**src/rtl/cdt_pkg.sv**
```systemverilog
package cdt_pkg;

  // Next counter value for either direction.
  function automatic logic [15:0] cnt_step(input logic [15:0] c,
                                           input logic [15:0] rld,
                                           input logic down);
    if (down) return (c == '0) ? rld : c - 16'd1;
    else      return (c >= rld) ? '0 : c + 16'd1;
  endfunction

  // Counter sits on its period boundary.
  function automatic logic at_wrap(input logic [15:0] c,
                                   input logic [15:0] rld,
                                   input logic down);
    return down ? (c == '0) : (c >= rld);
  endfunction

  // Compare value lies outside the counting range.
  function automatic logic out_of_range(input logic [15:0] cv,
                                        input logic [15:0] rld);
    return cv > rld;
  endfunction

  // Circular table index.
  function automatic logic [7:0] idx_step(input logic [7:0] i,
                                          input logic [7:0] last);
    return (i >= last) ? '0 : i + 8'd1;
  endfunction

endpackage

```
**src/rtl/cdt_counter.sv**
```systemverilog
module cdt_counter #(
  parameter int CW = 16
) (
  input  logic          clk,
  input  logic          rst_n,
  input  logic          en,
  input  logic          down,
  input  logic [CW-1:0] rld,
  output logic [CW-1:0] cnt,
  output logic          upd_evt
);
  import cdt_pkg::*;

  logic [15:0] cnt_w, rld_w, nxt_w;
  assign cnt_w   = 16'(cnt);
  assign rld_w   = 16'(rld);
  assign nxt_w   = cnt_step(cnt_w, rld_w, down);
  assign upd_evt = en && at_wrap(cnt_w, rld_w, down);

  always_ff @(posedge clk or negedge rst_n) begin
    if (!rst_n)   cnt <= '0;
    else if (!en) cnt <= '0;
    else          cnt <= CW'(nxt_w);
  end

  AST_UP_RESTART: assert property (@(posedge clk) disable iff (!rst_n)
    (en && !down && upd_evt) |=> (cnt == '0));
  AST_DOWN_RELOAD: assert property (@(posedge clk) disable iff (!rst_n)
    (en && down && upd_evt) |=> (cnt == $past(rld)));

endmodule

```
**src/rtl/cdt_compare.sv**
```systemverilog
module cdt_compare #(
  parameter int CW = 16
) (
  input  logic          clk,
  input  logic          rst_n,
  input  logic          en,
  input  logic [CW-1:0] cnt,
  input  logic [CW-1:0] rld,
  input  logic          upd_evt,
  input  logic          cmp_load,
  input  logic [CW-1:0] cmp_value,
  input  logic          word_take,
  input  logic [CW-1:0] word_data,
  input  logic          idle_level,
  output logic          cmp_evt,
  output logic          cmp_match,
  output logic          wave
);
  import cdt_pkg::*;

  logic [CW-1:0] ccr_act, ccr_pend;
  logic          beyond;

  assign beyond    = out_of_range(16'(ccr_act), 16'(rld));
  assign cmp_match = en && !beyond && (cnt == ccr_act);
  assign cmp_evt   = cmp_match || (beyond && upd_evt);

  always_ff @(posedge clk or negedge rst_n) begin
    if (!rst_n) begin
      ccr_act  <= '1;
      ccr_pend <= '1;
    end else if (cmp_load) begin
      ccr_act  <= cmp_value;
      ccr_pend <= cmp_value;
    end else begin
      if (word_take) ccr_pend <= word_data;
      if (upd_evt)   ccr_act  <= word_take ? word_data : ccr_pend;
    end
  end

  always_ff @(posedge clk or negedge rst_n) begin
    if (!rst_n)         wave <= 1'b0;
    else if (!en)       wave <= idle_level;
    else if (cmp_match) wave <= ~wave;
  end

  AST_TOGGLE_ON_MATCH: assert property (@(posedge clk) disable iff (!rst_n)
    cmp_match |=> (wave != $past(wave)));
  AST_HOLD_BEYOND: assert property (@(posedge clk) disable iff (!rst_n)
    (en && beyond) |=> $stable(wave));
  AST_BEYOND_FLAG: assert property (@(posedge clk) disable iff (!rst_n)
    (beyond && upd_evt) |-> cmp_evt);

endmodule

```
**src/rtl/cdt_fetch.sv**
```systemverilog
module cdt_fetch #(
  parameter int AW = 8
) (
  input  logic          clk,
  input  logic          rst_n,
  input  logic          en,
  input  logic          trig,
  input  logic          ack,
  input  logic [AW-1:0] base,
  input  logic [AW-1:0] last,
  output logic          req,
  output logic [AW-1:0] addr,
  output logic          take,
  output logic          ovr_evt
);
  import cdt_pkg::*;

  logic [AW-1:0] idx;

  assign take    = en && req && ack;
  assign ovr_evt = trig && req && !ack;
  assign addr    = base + idx;

  always_ff @(posedge clk or negedge rst_n) begin
    if (!rst_n) begin
      req <= 1'b0;
      idx <= '0;
    end else if (!en) begin
      req <= 1'b0;
      idx <= '0;
    end else begin
      if (trig)      req <= 1'b1;
      else if (take) req <= 1'b0;
      if (take)      idx <= AW'(idx_step(8'(idx), 8'(last)));
    end
  end

  AST_REQ_HOLD: assert property (@(posedge clk) disable iff (!rst_n)
    (en && req && !ack) |=> req);
  AST_IDX_WRAP: assert property (@(posedge clk) disable iff (!rst_n)
    (take && idx >= last) |=> (addr == base));

endmodule

```
**src/rtl/cmp_dma_timer.sv**
```systemverilog
module cmp_dma_timer #(
  parameter int CW = 16,
  parameter int AW = 8
) (
  input  logic          clk,
  input  logic          rst_n,
  input  logic          tmr_en,
  input  logic          count_down,
  input  logic [CW-1:0] reload_val,
  input  logic          cmp_load,
  input  logic [CW-1:0] cmp_value,
  input  logic          idle_level,
  input  logic          dma_en_upd,
  input  logic          dma_en_cmp,
  input  logic          irq_en_upd,
  input  logic          irq_en_cmp,
  input  logic [2:0]    flag_clr,
  input  logic [AW-1:0] tbl_base,
  input  logic [AW-1:0] tbl_last,
  output logic          dma_req,
  output logic [AW-1:0] dma_addr,
  input  logic          dma_ack,
  input  logic [CW-1:0] dma_data,
  output logic          wave_out,
  output logic          flag_upd,
  output logic          flag_cmp,
  output logic          flag_ovr,
  output logic          irq
);
  logic [CW-1:0] cnt;
  logic upd_evt, cmp_evt, cmp_match, trig, take, ovr_evt;

  cdt_counter #(.CW(CW)) u_cnt (
    .clk(clk), .rst_n(rst_n), .en(tmr_en), .down(count_down),
    .rld(reload_val), .cnt(cnt), .upd_evt(upd_evt));

  cdt_compare #(.CW(CW)) u_cmp (
    .clk(clk), .rst_n(rst_n), .en(tmr_en), .cnt(cnt), .rld(reload_val),
    .upd_evt(upd_evt), .cmp_load(cmp_load), .cmp_value(cmp_value),
    .word_take(take), .word_data(dma_data), .idle_level(idle_level),
    .cmp_evt(cmp_evt), .cmp_match(cmp_match), .wave(wave_out));

  assign trig = (cmp_evt && dma_en_cmp) || (upd_evt && dma_en_upd);

  cdt_fetch #(.AW(AW)) u_fetch (
    .clk(clk), .rst_n(rst_n), .en(tmr_en), .trig(trig), .ack(dma_ack),
    .base(tbl_base), .last(tbl_last), .req(dma_req), .addr(dma_addr),
    .take(take), .ovr_evt(ovr_evt));

  always_ff @(posedge clk or negedge rst_n) begin
    if (!rst_n) begin
      flag_upd <= 1'b0;
      flag_cmp <= 1'b0;
      flag_ovr <= 1'b0;
    end else begin
      flag_upd <= upd_evt | (flag_upd & ~flag_clr[0]);
      flag_cmp <= cmp_evt | (flag_cmp & ~flag_clr[1]);
      flag_ovr <= ovr_evt | (flag_ovr & ~flag_clr[2]);
    end
  end

  assign irq = (flag_upd & irq_en_upd) | (flag_cmp & irq_en_cmp);

  AST_UPD_FLAG_SET: assert property (@(posedge clk) disable iff (!rst_n)
    upd_evt |=> flag_upd);
  AST_CMP_FLAG_SET: assert property (@(posedge clk) disable iff (!rst_n)
    cmp_match |=> flag_cmp);
  AST_NO_OVERRUN_UNSEEN: assert property (@(posedge clk) disable iff (!rst_n)
    (trig && dma_req && !dma_ack) |=> flag_ovr);
  AST_REQ_AFTER_TRIG: assert property (@(posedge clk) disable iff (!rst_n)
    trig |=> dma_req);
  AST_IDLE_QUIET: assert property (@(posedge clk) disable iff (!rst_n)
    !tmr_en |=> (!dma_req && wave_out == $past(idle_level)));

endmodule

```
**config.mk**
```make
export PLATFORM = sky130hd
export DESIGN_NAME = cmp_dma_timer
export DESIGN_NICKNAME = d
export VERILOG_FILES = /design/src/rtl/cdt_pkg.sv /design/src/rtl/cdt_counter.sv /design/src/rtl/cdt_compare.sv /design/src/rtl/cdt_fetch.sv /design/src/rtl/cmp_dma_timer.sv
export SDC_FILE = /design/constraint.sdc
export NUM_CORES = 1
export LEC_CHECK = 0
export CAP_MARGIN = 10
export CORE_MARGIN = 2
export CORE_UTILIZATION = 57
export DETAILED_ROUTE_END_ITERATION = 8
export PLACE_DENSITY = 0.95
export SLEW_MARGIN = 20
export SYNTH_ARGS = -nofsm -noshare
export SYNTH_HDL_FRONTEND = slang
export SYNTH_SLANG_ARGS = --single-unit
export TNS_END_PERCENT = 100
```
**constraint.sdc**
```tcl
create_clock -name clk -period 7.3 [get_ports clk]
set_clock_uncertainty 0.05 [all_clocks]
set_input_delay 1.46 -clock clk [delete_from_list [all_inputs] [get_ports clk]]
set_output_delay 1.46 -clock clk [all_outputs]
set_load 0.05 [all_outputs]
```
# --- Word level (Yosys, flattened, before mapping) ---
# Cells that the tools add are included.
classes:
  shifts: 0
  n_mux: 17
  reduce_logical: 16
  n_eq_ne: 4
  order_cmp: 3
  multipliers: 0
  n_addsub: 4
  bitwise: 13
  div: 0
ops:
  columns: ["op", "count"]
  rows:
  - ["16-bit 2-to-1 mux", 8]
  - ["8-bit 2-to-1 mux", 3]
  - ["16-bit by 1-bit adder with 16-bit output, second input constant", 1]
  - ["16-bit == test", 1]
  - ["16-bit greater-or-equal comparator", 1]
  - ["16-bit greater-than comparator", 1]
  - ["16-bit zero test", 1]
  - ["16-bit by 1-bit subtractor with 16-bit output, second input constant", 1]
  - ["1-bit logical AND", 10]
  - ["8-bit by 1-bit adder with 8-bit output, second input constant", 1]
  - ["8-bit adder", 1]
  - ["8-bit greater-or-equal comparator", 1]
  - ["1-bit 2-to-1 mux", 6]
  - ["1-bit AND", 5]
  - ["2-bit by 1-bit != test with 1-bit output, second input constant", 2]
  - ["1-bit inverter", 4]
  - ["1-bit OR", 4]
  - ["3-bit by 1-bit != test with 1-bit output, second input constant", 1]
  - ["1-bit zero test", 2]
  - ["1-bit logical OR", 2]
  - ["2-bit nonzero test", 1]
totals:
  input_bits: 78
  mem_bits_rw: 0
  latch_bits: 0
  mem_count: 0
  rom_bits: 0
  elab_cells: 66
  register_bits: 61
  out_inout_bits: 14

# --- Logic depth before layout (Yosys ltp) ---
# Gate-level depths: netlist of run 1.
depth:
  depth_word: 10
  ltp_mapped: 11
  depth_no_buf: 9

# --- Modules after synthesis ---
# Synthesis of run 1 repeated with hierarchy kept, for this count alone.
hier_totals:
  cells_unflattened: 561
  hier_area_um2: 4992.3
by_module_without_submodules:
  columns: ["mod", "cells_each", "area_per_inst_um2", "instances", "seq_area_each_um2"]
  rows:
  - ["cdt_compare", 185, 2006.9, 1, 865.8]
  - ["cdt_counter", 247, 1893.1, 1, 400.4]
  - ["cdt_fetch", 118, 964.7, 1, 225.2]
  - ["cmp_dma_timer", 11, 127.6, 1, 75.1]

# --- Worst setup path after synthesis of run 1 ---
# Ideal clock, no wire load.
synth_timing:
  path_kind: "input port to output port"
  start: "in tbl_base[1]"
  end: "out dma_addr[7]"
  path_buffers: 0
  required_ns: 5.790
  arrival_ns: 3.326
  slack_ns: 2.464
  cell_stages: 7
  path_cell_list: "ha_1 a21o_1 a21oi_1 o21bai_1 a21oi_1 o21ai_0 xnor2_1"
synth_between:
  elab_chain_len: 1
synth_rtl:
  columns: ["element", "line_no", "rtl"]
  rows:
  - ["start: declaration", "cmp_dma_timer.sv:18", "input logic [AW-1:0] tbl_base,"]
  - ["8-bit adder", "cdt_fetch.sv:22", "assign addr = base + idx;"]
  - ["end: declaration", "cmp_dma_timer.sv:21", "output logic [AW-1:0] dma_addr,"]
# Every way passes these cells.

# --- Final worst setup path of run 1 ---
layout_timing:
  start: "in tbl_base[0]"
  end: "out dma_addr[6]"
# The elaborated chain is that of the path after synthesis.

==> flow_summary.toml, run 1 <==
[yosys]
yosysTopAreaCell = "dfstp_2"
synth_area_leaders = "dfstp_2, dfrtp_1, ha_1"
synthesis.area_sq_um = 4790
syn_nets = 652
synth_cell_types = 54
synth.avg_cell_area_sq_um = 9.17
async_flop_share_pct = 100
ys_seq_elements = 61
synthTopCellsByCount = "ha_1, nand2_1, inv_1"
synth_top_area_share_pct = 17.6
ys_seq_area_share_pct = 32.7
yosys_warnings = 0
synthFlopType = "dfstp_2"
synthCells = 522
synth_edf_count = 0
synth.most_common_cell = "ha_1"

[cells_and_area]
syn_to_final_growth_pct = 23.1
antennaDiodeCount = 0
utilization_pct = 72.1
fin_nets = 726
finalInstanceArea_sq_um = 5890
drive_gt1_share_pct = 12.1

[outcome]
status = "complete, no violations"

[cts]
cts-buffers-inserted = 9
clock_path_buffers = 2
cts_setup_buffers = 0
h-tree-depth = 3
clock-sinks = 61
cts_tree = "yes"
clk_latency_ns = 0.35
ctsHoldBuffers = 0
cts_root_buf = "clkbuf_8"
cts_resized = 0
clk_pin_slew_ns = 0.06

[worst_setup_path]
r2r_cells = 8
startpoint_type = "primary input"
r2r_start = "u_cnt.cnt[5]$_DFF_PN0_"
critPathCapture = "dma_addr[6]"
crit_fanout = 2
crit_start = "tbl_base[0]"
reg2reg_to = "u_cmp.ccr_act[8]$_DFFE_PN1P_"
crit_required_ns = 5.79
rrSetupSlack_ns = 3.87
crit_path_end_kind = "output pin"
critical_path_arrival_ns = 4.03
criticalPathCategory = "in2out"

[timing]
slew-limit-headroom_pct = 44.6
finalCritPeriodShare_pct = 75.9
grt_setup_unrepaired = "no"
worstMarginPinSlew_ns = 0.829
whs_ns = 0.471
fin_crit_ns = 5.54
max_clock_freq_ghz = 0.180
setup_viol = 0
drv_slew = 0
fin_setup_tns_ns = 0
timing.final.hold_violations = 0

[grt]
grt_pass1_vias = 4066
gr-total-overflow = 0
grt_pass1_wl_microns = 18600
grt_use_total_pct = 26.0
grt_max_degree = 62
antenna_found_initial = 0

[floorplanning]
die_w_microns = 95.6
num_rows = 33
start_util_pct = 58.6
core_region_area_sq_um = 8180
fp.dieH_microns = 95.6
die-area_sq_um = 9150
num_io_pins = 92

[flow_run]
drv_cap = 0

[route]
wl_microns = 11600
drt-vias-per-instance = 5.85
drtAntennaViolNets = 0
remaining_drc_errors = 0
drt_first_pass_iters = 5
wire_per_inst_microns = 16.5
num_vias = 4131
drtIter0Drc = 233

[worst_hold_path]
min_path_type = "reg2reg"

[placed_design]
place_area_sq_um = 5700
numPortBuffers = 91
dp_hpwl_microns = 8580
place_congestion = 0.957

[power_and_ir_drop]
p_per_area_nw_per_um2 = 274
irDropWorstVdd_mv = 0.151
p_leak_nw = 2.82
==> power by group <==
| part | total (mW) | internal, mW | switching [mW] |
|---|---|---|---|
| clock | 0.292 | 0.151 | 0.141 |
| combinational | 0.775 | 0.370 | 0.405 |
| sequential | 0.549 | 0.424 | 0.125 |
==> worst max-delay path, cell delays in order <==
cell,delay (ns)
clkdlybuf4s50_1,0.41
ha_1,0.21
inv_1,0.07
fa_1,0.21
inv_1,0.06
a21o_1,0.15
a21oi_1,0.23
o21bai_1,0.10
a21oi_1,0.17
xnor2_1,0.13
clkdlybuf4s50_1,0.82
==> logic make-up after synthesis <==
family          share of synthesized area [%]
simple gates                             16.6
xor+xnor                                 9.15
compound gates                           14.1
flops                                    32.7
fa+ha+maj                                13.7
mux                                      7.89
buf+inv                                  5.75
==> metrics by stage <==
| stage | worst slack, ns | power [mW] | instances |
|---|---|---|---|
| after global placement | 1.81 | 1.27 | 690 |
| after floorplan | 2.46 | 1.12 | 522 |
| after detailed placement | 1.76 | 1.31 | 690 |
| final | 1.76 | 1.62 | 706 |
| after CTS | 1.75 | 1.61 | 706 |
| after global routing | 1.54 | 1.73 | 706 |
==> metal layers <==
| metal | track usage, % | part of all wire, % | wire length, microns | up-vias |
|---|---|---|---|---|
| li1 | - | - | - | 1984 |
| met1 | 30.7 | 41 | 4800 | 1958 |
| met2 | 46.6 | 51 | 5920 | 162 |
| met3 | 5.14 | 5.6 | 657 | 27 |
| met4 | 9.29 | 2.2 | 255 | 0 |
| met5 | 0 | 0 | 0 | - |
==> final cells by class <==
type	count	area, sq um
Fill cell	559	2280
Multi-Input combinational cell	393	2950
Clock inverter	3	18.8
Clock buffer	13	169
Inverter	39	146
Sequential cell	61	1570
Timing Repair Buffer	92	908
Tap cell	105	131
==> state kept, by name, summed over array words and instances (netlist names) <==
register,count
u_cmp.wave,1
u_cmp.ccr_pend,16
u_cnt.cnt,16
u_fetch.idx,8
u_fetch.req,1
u_cmp.ccr_act,16
flag_cmp,1
flag_ovr,1
flag_upd,1
==> layout by cell type (no fill, tap or decap), types with 2 or more instances in the layout <==
master,n
a21boi_0,2
nor3_1,5
mux2_4,10
a21oi_1,28
clkdlybuf4s50_1,89
and2_1,13
nor2b_1,5
o21bai_1,2
inv_1,39
nand2_1,45
ha_1,51
a31oi_1,5
nand2b_1,7
o2bb2ai_1,2
or4_1,2
mux2i_1,16
buf_2,2
nand3_1,17
dfstp_2,32
clkbuf_8,12
dfrtp_1,29
nor2_1,19
xor2_1,30
o21ai_0,36
o31ai_1,2
o211ai_1,13
mux2_2,6
nor4_1,8
a21o_1,8
and3_1,10
xnor2_1,20
nand4_1,9
==> worst min path at each step <==
stage / start / endpoint / slack [ns] / depth (start not counted)
detailed placement: flag_upd$_DFF_PN0_ / flag_upd$_DFF_PN0_ / 0.46 / 1
finish: flag_upd$_DFF_PN0_ / flag_upd$_DFF_PN0_ / 0.47 / 1
global route: flag_upd$_DFF_PN0_ / flag_upd$_DFF_PN0_ / 0.50 / 1
floorplan: u_fetch.idx[7]$_DFFE_PN0P_ / u_fetch.idx[7]$_DFFE_PN0P_ / 0.44 / 1
CTS: flag_upd$_DFF_PN0_ / flag_upd$_DFF_PN0_ / 0.47 / 1
global placement: flag_ovr$_DFF_PN0_ / flag_ovr$_DFF_PN0_ / 0.43 / 2
Power figures use the tool's default switching activity.
==> run 2, diff against run 1 <==
--- a/config.mk
+++ b/config.mk
@@ -7,9 +7,9 @@
 export LEC_CHECK = 0
 export CAP_MARGIN = 10
 export CORE_MARGIN = 2
-export CORE_UTILIZATION = 57
+export CORE_UTILIZATION = 48
 export DETAILED_ROUTE_END_ITERATION = 8
-export PLACE_DENSITY = 0.95
+export PLACE_DENSITY = 0.87
 export SLEW_MARGIN = 20
 export SYNTH_ARGS = -nofsm -noshare
 export SYNTH_HDL_FRONTEND = slang
==> constraint.sdc (replaced) <==
create_clock -name clk -period 4.8 [get_ports clk]
set_clock_uncertainty 0.05 [all_clocks]
set_input_delay 0.96 -clock clk [delete_from_list [all_inputs] [get_ports clk]]
set_output_delay 0.96 -clock clk [all_outputs]
set_load 0.05 [all_outputs]
==> run 2 against run 1 <==
Effect of this change: count of clock-buffer cells in the layout shrank 1; clock power increased by 79%; utilization is 10 points lower; sequential power increased by 52%; first-iteration DRC count is 39% higher; cell count rose by 4.7%; global-route usage down 3.2 points; design area grew 1.8%; die area increased by 18%; sequential share of layout area is 0.48 points lower; non-clock buffer count grew 5; critical path type unchanged.
==> flow_summary.toml, run 2 (same netlist as run 1, synthesis figures left out) <==
[timing]
drv_slew = 0
finalCritPeriodShare_pct = 92.6
fin_crit_ns = 4.45
timing.final.hold_violations = 0
max_clock_freq_ghz = 0.225
grt_setup_unrepaired = "no"
slew-limit-headroom_pct = 27.7
fin_setup_tns_ns = 0
worstMarginPinSlew_ns = 1.08
setup_viol = 0
whs_ns = 0.459

[worst_setup_path]
crit_fanout = 2
criticalPathCategory = "in2out"
startpoint_type = "primary input"
crit_required_ns = 3.79
r2r_start = "u_cnt.cnt[0]$_DFF_PN0_"
rrSetupSlack_ns = 1.62
crit_path_end_kind = "output pin"
reg2reg_to = "u_cmp.ccr_act[6]$_DFFE_PN1P_"
r2r_cells = 9
critical_path_arrival_ns = 3.44

[route]
num_vias = 4186
drt-vias-per-instance = 5.66
drtAntennaViolNets = 0
remaining_drc_errors = 0
drt_first_pass_iters = 5
drtIter0Drc = 323
wl_microns = 12200
wire_per_inst_microns = 16.5

[power_and_ir_drop]
p_per_area_nw_per_um2 = 428
p_total_mw = 2.57
irDropWorstVdd_mv = 0.202
p_leak_nw = 2.86

[cts]
cts_tree = "yes"
clk_latency_ns = 0.35
clock_path_buffers = 2
clock-sinks = 61
cts_resized = 0
cts_setup_buffers = 0
cts_root_buf = "clkbuf_8"
ctsHoldBuffers = 0
cts-buffers-inserted = 9
h-tree-depth = 3
clk_pin_slew_ns = 0.07

[cells_and_area]
antennaDiodeCount = 0
fill_cells = 814
layout_commonest_cell = "clkdlybuf4s50_1"
finalInstanceArea_sq_um = 6000
reg_top3 = "u_cmp.ccr_act x16, u_cmp.ccr_pend x16, u_cnt.cnt x16"
fin_cells = 739
drive_gt1_share_pct = 12.9
fin_nets = 731
mostFrequentLayoutCells = "clkdlybuf4s50_1, ha_1, nand2_1, inv_1, o21ai_0"
syn_to_final_growth_pct = 25.3

[floorplanning]
core_region_area_sq_um = 9730
die_w_microns = 104
num_io_pins = 92
num_rows = 36
fp.dieH_microns = 104
start_util_pct = 49.2
die-area_sq_um = 10800

[outcome]
status = "complete, no violations"

[placed_design]
place_area_sq_um = 5770
numPortBuffers = 91
placed_cells = 723
place_congestion = 0.880
dp_hpwl_microns = 8960

[grt]
grt_pass1_vias = 4357
grt_use_total_pct = 22.8
grt_max_degree = 62
gr-total-overflow = 0
grt_pass1_wl_microns = 20100
antenna_found_initial = 0

[worst_hold_path]
min_path_type = "reg2reg"
min_path_cells = 2
worst_hold_path.endpoint = "flag_ovr$_DFF_PN0_"
min-delay-start = "flag_ovr$_DFF_PN0_"

[flow_run]
drv_cap = 0
run 2: how the worst max path moves through the flow:
stage / start / to / slack [ns]
2_1_floorplan: tbl_base[1] / dma_addr[7] / 0.96
3_3_place_gp: tbl_base[1] / dma_addr[5] / 0.48
3_5_place_dp: tbl_base[1] / dma_addr[5] / 0.38
4_1_cts: tbl_base[1] / dma_addr[5] / 0.37
5_1_grt: tbl_base[1] / dma_addr[5] / 0.24
6_report: tbl_base[1] / dma_addr[5] / 0.35
run 2: critical path, stage by stage:
cell             delay [ns]
clkdlybuf4s50_1        0.44
ha_1                   0.31
a21o_1                 0.17
a21oi_1                0.22
o21bai_1               0.11
a21oi_1                0.22
xnor2_1                0.16
clkdlybuf4s50_1        0.84
run 2: per-stage QoR:
stage | utilization (%) | worst slack (ns)
after floorplan | - | 0.964
after global placement | 59.3 | 0.476
after detailed placement | 59.3 | 0.384
after CTS | 61.7 | 0.374
after global routing | 61.7 | 0.235
final | 61.7 | 0.355
run 2: final cells by class:
class | instances | area, sq um | share of cell area (%)
clock buffer | 12 | 178 | 2.96
clock inverter | 4 | 50.0 | 0.834
inverter | 39 | 146 | 2.44
multi-input combinational | 393 | 2950 | 49.1
sequential | 61 | 1570 | 26.1
tap | 133 | 166 | 2.77
timing repair buffer | 97 | 946 | 15.8
run 2: per-layer routing:
metal | global-route usage, % | part of all wire, % | vias to the layer above
li1 | - | - | 1988
met1 | 25.2 | 38 | 1980
met5 | 0 | 0 | -
met4 | 13.3 | 4.3 | 0
met2 | 40.9 | 52 | 168
met3 | 4.14 | 5.7 | 50
run 2: where the power goes:
part / switching, mW / total [mW] / internal, mW
Clock: 0.220 / 0.524 / 0.304
Combinational: 0.636 / 1.21 / 0.572
Sequential: 0.190 / 0.835 / 0.645
